==> config.mk <==
export PLATFORM = sky130hd
export DESIGN_NAME = usbtok_decoder
export DESIGN_NICKNAME = d
export VERILOG_FILES = /design/src/rtl/usbtok_pkg.sv /design/src/rtl/usbtok_pid_class.sv /design/src/rtl/usbtok_crc5_chain.sv /design/src/rtl/usbtok_decoder.sv
export SDC_FILE = /design/constraint.sdc
export NUM_CORES = 1
export LEC_CHECK = 0
export CAP_MARGIN = 15
export CORE_AREA = 4 4 85 87
export DETAILED_ROUTE_END_ITERATION = 8
export DIE_AREA = 0 0 89 91
export DONT_BUFFER_PORTS = 1
export HOLD_SLACK_MARGIN = 0.05
export PLACE_DENSITY_LB_ADDON = 0.3
export SYNTH_ARGS = -nofsm -noshare
export SYNTH_HDL_FRONTEND = slang
export SYNTH_SLANG_ARGS = --single-unit
==> constraint.sdc <==
create_clock -name clk_i -period 2.9 [get_ports clk_i]
set_input_delay 0.87 -clock clk_i [delete_from_list [all_inputs] [get_ports clk_i]]
set_output_delay 0.87 -clock clk_i [all_outputs]
set_load 0.03 [all_outputs]
==> src/rtl/usbtok_pkg.sv <==
package usbtok_pkg;
  typedef enum logic [1:0] {
    KIND_TOKEN  = 2'd0,
    KIND_SOF    = 2'd1,
    KIND_HSHAKE = 2'd2,
    KIND_OTHER  = 2'd3
  } pkt_kind_e;

  localparam logic [3:0] PID_OUT   = 4'b0001;
  localparam logic [3:0] PID_IN    = 4'b1001;
  localparam logic [3:0] PID_SETUP = 4'b1101;
  localparam logic [3:0] PID_SOF   = 4'b0101;
  localparam logic [3:0] PID_ACK   = 4'b0010;
  localparam logic [3:0] PID_NAK   = 4'b1010;
  localparam logic [3:0] PID_STALL = 4'b1110;
  localparam logic [3:0] PID_NYET  = 4'b0110;

  localparam int CRC_W = 5;
  localparam logic [CRC_W-1:0] CRC_POLY     = 5'b00101;
  localparam logic [CRC_W-1:0] CRC_SEED     = 5'b11111;
  localparam logic [CRC_W-1:0] CRC_RESIDUAL = 5'b01100;
endpackage

==> src/rtl/usbtok_pid_class.sv <==
module usbtok_pid_class
  import usbtok_pkg::*;
(
  input  logic [7:0] pid_byte_i,
  output logic       pid_ok_o,
  output logic [3:0] pid_o,
  output logic [1:0] kind_o
);
  pkt_kind_e kind;

  assign pid_o    = pid_byte_i[3:0];
  assign pid_ok_o = (pid_byte_i[7:4] == ~pid_byte_i[3:0]);

  always_comb begin
    unique case (pid_byte_i[3:0])
      PID_OUT, PID_IN, PID_SETUP:            kind = KIND_TOKEN;
      PID_SOF:                               kind = KIND_SOF;
      PID_ACK, PID_NAK, PID_STALL, PID_NYET: kind = KIND_HSHAKE;
      default:                               kind = KIND_OTHER;
    endcase
  end

  assign kind_o = kind;
endmodule

==> src/rtl/usbtok_crc5_chain.sv <==
// Bit-serial CRC unrolled over the whole token payload, bus order = index order.
module usbtok_crc5_chain
  import usbtok_pkg::*;
#(
  parameter int DATA_W = 16
) (
  input  logic [DATA_W-1:0] data_i,
  output logic              residual_ok_o
);
  logic [CRC_W-1:0] chain [DATA_W+1];

  assign chain[0] = CRC_SEED;

  for (genvar i = 0; i < DATA_W; i++) begin : g_bit
    logic fb;
    assign fb = data_i[i] ^ chain[i][CRC_W-1];
    assign chain[i+1] = {chain[i][CRC_W-2:0], 1'b0} ^ (fb ? CRC_POLY : '0);
  end

  assign residual_ok_o = (chain[DATA_W] == CRC_RESIDUAL);
endmodule

==> src/rtl/usbtok_decoder.sv <==
module usbtok_decoder
  import usbtok_pkg::*;
#(
  parameter int ADDR_W       = 7,
  parameter int ENDP_W       = 4,
  parameter int TOKEN_BYTES  = 3,
  parameter int HSHAKE_BYTES = 1
) (
  input  logic                      clk_i,
  input  logic                      rst_ni,
  input  logic                      byte_valid_i,
  input  logic [7:0]                byte_i,
  input  logic                      eop_i,
  output logic                      done_o,
  output logic [3:0]                pid_o,
  output logic [1:0]                kind_o,
  output logic [ADDR_W-1:0]         addr_o,
  output logic [ENDP_W-1:0]         endp_o,
  output logic [ADDR_W+ENDP_W-1:0]  frame_o,
  output logic                      pid_err_o,
  output logic                      crc_err_o,
  output logic                      len_err_o
);
  localparam int FRAME_W = ADDR_W + ENDP_W;
  localparam int PAY_W   = 8 * (TOKEN_BYTES - 1);
  localparam int CNT_MAX = TOKEN_BYTES + 1;
  localparam int CNT_W   = $clog2(CNT_MAX + 1);

  logic [CNT_W-1:0] cnt_q;
  logic [7:0]       pid_byte_q;
  logic [PAY_W-1:0] pay_q;

  logic       pid_ok, crc_ok, len_ok, pkt_end, is_tok;
  logic [3:0] pid_c;
  logic [1:0] kind_c;

  usbtok_pid_class u_pid (
    .pid_byte_i (pid_byte_q),
    .pid_ok_o   (pid_ok),
    .pid_o      (pid_c),
    .kind_o     (kind_c)
  );

  usbtok_crc5_chain #(.DATA_W(PAY_W)) u_crc (
    .data_i        (pay_q),
    .residual_ok_o (crc_ok)
  );

  // byte capture; a byte coinciding with EOP is dropped
  always_ff @(posedge clk_i or negedge rst_ni) begin
    if (!rst_ni) begin
      cnt_q      <= '0;
      pid_byte_q <= '0;
      pay_q      <= '0;
    end else if (eop_i) begin
      cnt_q <= '0;
    end else if (byte_valid_i) begin
      if (cnt_q != CNT_W'(CNT_MAX)) cnt_q <= cnt_q + 1'b1;
      if (cnt_q == '0) begin
        pid_byte_q <= byte_i;
        pay_q      <= '0;
      end else if (cnt_q < CNT_W'(TOKEN_BYTES)) begin
        pay_q[(int'(cnt_q) - 1) * 8 +: 8] <= byte_i;
      end
    end
  end

  assign pkt_end = eop_i && (cnt_q != '0);
  assign is_tok  = (kind_c == KIND_TOKEN) || (kind_c == KIND_SOF);

  always_comb begin
    unique case (kind_c)
      KIND_TOKEN, KIND_SOF: len_ok = (cnt_q == CNT_W'(TOKEN_BYTES));
      KIND_HSHAKE:          len_ok = (cnt_q == CNT_W'(HSHAKE_BYTES));
      default:              len_ok = 1'b1;
    endcase
  end

  always_ff @(posedge clk_i or negedge rst_ni) begin
    if (!rst_ni) begin
      done_o    <= 1'b0;
      pid_o     <= '0;
      kind_o    <= '0;
      addr_o    <= '0;
      endp_o    <= '0;
      frame_o   <= '0;
      pid_err_o <= 1'b0;
      crc_err_o <= 1'b0;
      len_err_o <= 1'b0;
    end else begin
      done_o <= pkt_end;
      if (pkt_end) begin
        pid_err_o <= !pid_ok;
        if (pid_ok) begin
          pid_o     <= pid_c;
          kind_o    <= kind_c;
          len_err_o <= !len_ok;
          crc_err_o <= is_tok && len_ok && !crc_ok;
          if (kind_c == KIND_TOKEN) begin
            addr_o <= pay_q[ADDR_W-1:0];
            endp_o <= pay_q[FRAME_W-1:ADDR_W];
          end
          if (kind_c == KIND_SOF) frame_o <= pay_q[FRAME_W-1:0];
        end else begin
          len_err_o <= 1'b0;
          crc_err_o <= 1'b0;
        end
      end
    end
  end
endmodule

==> impl_metrics.tcl <==
set metrics [dict create \
    run_status "finished clean" \
    totalWireLength_mm 5.67 \
    route.antenna.remaining_nets 0 \
    final_period_minus_worst_setup_slack_ns 2.63 \
    post_synth_main_area_contributors "sky130_fd_sc_hd__dfrtp_1 52%, sky130_fd_sc_hd__mux2_2 13%, sky130_fd_sc_hd__ha_1 5.3%" \
    cp.buffers_inverters 1 \
    grt.total_usage_pct 15.4 \
    worstPathMaxFanout 8 \
    grt_setup_unrepaired "no" \
    pwr_density_cell_nw_per_um2 685 \
    cts.repair.resized 0 \
    clkLatencyLatePin_ns 0.33 \
    r2r-start "cnt_q[1]" \
    synth-edff-count 0 \
    synth.distinct_cells 40 \
    synthCells 212 \
    cp-end-kind "register" \
    synth-async-reset-ratio_pct 100 \
    htree_levels 3 \
    yosysWarningCount 0 \
    grt_overflow_total 0 \
    die_area_um2 8100 \
    max-slew-margin-rel_pct 53.0 \
    synth_top_cell_by_area "sky130_fd_sc_hd__dfrtp_1" \
    initial_core_util_pct 44.9 \
    yosysMostFrequentCell "sky130_fd_sc_hd__dfrtp_1" \
    ys_seq_area_share_pct 51.7 \
    layout_setup_ws_ns 0.275 \
    worst_r2r_path_depth 10 \
    met3WireLength_um 366 \
    ys_seq_elements 59 \
    vdd_drop_max_uv 539 \
    synth.cell_area_um2 2850 \
    post_synth_fa_ha_maj_area_fraction_pct 5.26 \
    critical_path.slowest_cell "sky130_fd_sc_hd__o21bai_1" \
    power_leakage_nw 1.54 \
    drt-vias-per-instance 5.49 \
    wl_met2_mm 2.65 \
    area_share_of_the_largest_cell_type_after_synthesis_pct 51.7 \
    final.setup_skew_ns 0.00963 \
    rows 29 \
    cap_violations 0 \
    setup-tns-final_ns 0 \
    n_antenna_cell 0 \
    antenna_found_initial 0 \
    drt_iter0_markers 90 \
    clk_transition_reported_paths_ns 0.06 \
    buffer_levels_on_the_longest_clock_path 2 \
    r2r-end "pay_q[2]" \
    grt_max_degree 60 \
    routedWlPerCell_um 18.4 \
    multi_input_comb_area_um2 1330 \
    synth_compound_area_share_pct 9.91 \
    postSynthNetCount 236 \
    synth_top_cells_by_count "59 x sky130_fd_sc_hd__dfrtp_1, 33 x sky130_fd_sc_hd__mux2_2, 15 x sky130_fd_sc_hd__a22o_1, 12 x sky130_fd_sc_hd__ha_1" \
    drive_above_1_share_pct 26.4 \
    cpPeakStageDelay_ns 0.56 \
    finish.utilization_pct 50.6 \
    finalMaxSlewViolations 0 \
    ff_latch_area_um2 1480 \
    cts_setup_buffers 0 \
    num_vias 1692 \
    criticalPathCategory "register to register" \
    drt_first_pass_iters 4 \
    syn_to_final_growth_pct 12.6 \
    vias_in_the_first_global_route 1812 \
    power_mw 2.20 \
    worst-slew-pin-transition_ns 0.704 \
    dpl_worst_slack_ns 0.294 \
    postCtsHoldBufs 0 \
    synth-simple-area-share_pct 6.88 \
    finalWeightedCongestion 0.718 \
    worst-endpoint-arrival_ns 2.89 \
    holdCritPathClass "primary input to async pin" \
    clock-sinks 59 \
    hold_viol 0 \
    synthesis.area_per_instance_um2 13.5 \
    timing.final.crit_share_pct 90.5 \
    yosys.area_share.xor_xnor_pct 11.3 \
    core_area_um2 6350 \
    post-dp-hpwl_mm 4.06 \
    top_layer_used "met4" \
    cts_tree "done" \
    top_family_by_delay_on_critical_path "compound AO/OA/AOI/OAI gates" \
    cts_buffers 9 \
    synth_top_family_by_area "multiplexers" \
    io_buffers 0 \
    yosys-mux-area-fraction_pct 13.4 \
    drt_drc_violations_left 0 \
    critical_path.cell_chain "inv_1 -> ha_1 -> xnor2_1 -> nand3_1 -> ha_1 -> and4b_1 -> nand3_1 -> a21oi_1 -> o21bai_1 -> a22o_1" \
    timing.fmax_ghz 0.381 \
    synthFlopType "sky130_fd_sc_hd__dfrtp_1" \
    fin_nets 251 \
    final.fill_count 565 \
    startpoint_types "register" \
    critical_path_required_ns 3.17 \
    grt_first_pass_wirelength_mm 9.36 \
    die_y_um 91 \
    chipWidth_um 89 \
    io_pins 44 \
    r2r_slack_ns 0.27 \
    met1_length_mm 2.58 \
    final-setup-viol-count 0 \
    clockRootBuffer "sky130_fd_sc_hd__clkbuf_8" \
]
-- layer usage --
metal | global-route usage [%] | vias to the layer above
li1 | - | 797
met1 | 20.1 | 843
met3 | 6.06 | 8
met2 | 23.5 | 44
met5 | 0 | -
met4 | 4.84 | 0
-- how the worst max path moves through the flow --
stage | cells after the start | to | startpoint
2_1_floorplan | 8 | pay_q[10] | cnt_q[0]
3_3_place_gp | 10 | pay_q[0] | cnt_q[1]
3_5_place_dp | 10 | pay_q[2] | cnt_q[1]
4_1_cts | 10 | pay_q[2] | cnt_q[1]
5_1_grt | 10 | pay_q[1] | cnt_q[1]
6_report | 10 | pay_q[2] | cnt_q[1]
-- registers in the layout, indices dropped and copies added (netlist names) --
name	count
done_o	1
frame_o	11
endp_o	4
pid_byte_q	8
pid_o	4
kind_o	2
pay_q	16
crc_err_o	1
addr_o	7
len_err_o	1
cnt_q	3
pid_err_o	1
-- layout by cell type, fill, tap and decap left out, types with 2 or more instances in the layout --
cell	count
sky130_fd_sc_hd__a21o_1	2
sky130_fd_sc_hd__nand3_1	10
sky130_fd_sc_hd__nand2_1	6
sky130_fd_sc_hd__clkbuf_8	11
sky130_fd_sc_hd__o2111ai_1	2
sky130_fd_sc_hd__xor2_1	6
sky130_fd_sc_hd__a22o_1	15
sky130_fd_sc_hd__o31ai_1	2
sky130_fd_sc_hd__nand4_1	2
sky130_fd_sc_hd__buf_4	7
sky130_fd_sc_hd__nor2_1	6
sky130_fd_sc_hd__nand2b_1	2
sky130_fd_sc_hd__mux2_2	33
sky130_fd_sc_hd__inv_1	8
sky130_fd_sc_hd__bufinv_16	2
sky130_fd_sc_hd__o21ai_0	4
sky130_fd_sc_hd__a21oi_1	5
sky130_fd_sc_hd__xnor3_1	3
sky130_fd_sc_hd__dfrtp_1	59
sky130_fd_sc_hd__xor3_1	3
sky130_fd_sc_hd__ha_1	12
sky130_fd_sc_hd__xnor2_1	10
-- cells by family (layout without fill, tap and decap cells) --
group                      after synthesis  after routing
muxes                                   34             34
DFF                                     59             59
buffers and inverters                   11             30
xor gates and xnor gates                24             24
adders and majority gates               12             12
and+or+nand+nor                         35             35
AOI/OAI and AO/OA                       37             37
-- stage by stage --
| step | std cells | hold WS (ns) | instance area, um2 |
|---|---|---|---|
| after global placement | 293 | 0.502 | 2990 |
| after global routing | 308 | 0.200 | 3210 |
| after detailed placement | 293 | 0.508 | 2990 |
| after floorplan | 212 | 0.485 | 2850 |
| after CTS | 308 | 0.210 | 3210 |
| final | 308 | 0.231 | 3210 |
-- final cells by class --
class                           instances  area share, %
Timing Repair Buffer                    7           1.63
Inverter                                8          0.934
Tap cell                               77           3.00
Clock buffer                           11           4.71
Clock inverter                          4           2.30
Sequential cell                        59           45.9
Multi-Input combinational cell        142           41.5
-- where the power goes --
group          switching (mW)  internal (mW)  total [mW]
Sequential              0.166          0.906        1.07
Clock                   0.304          0.526       0.830
Combinational           0.151          0.148       0.299
Total                   0.622           1.58        2.20
No activity file was read; power rests on OpenSTA's default activity.
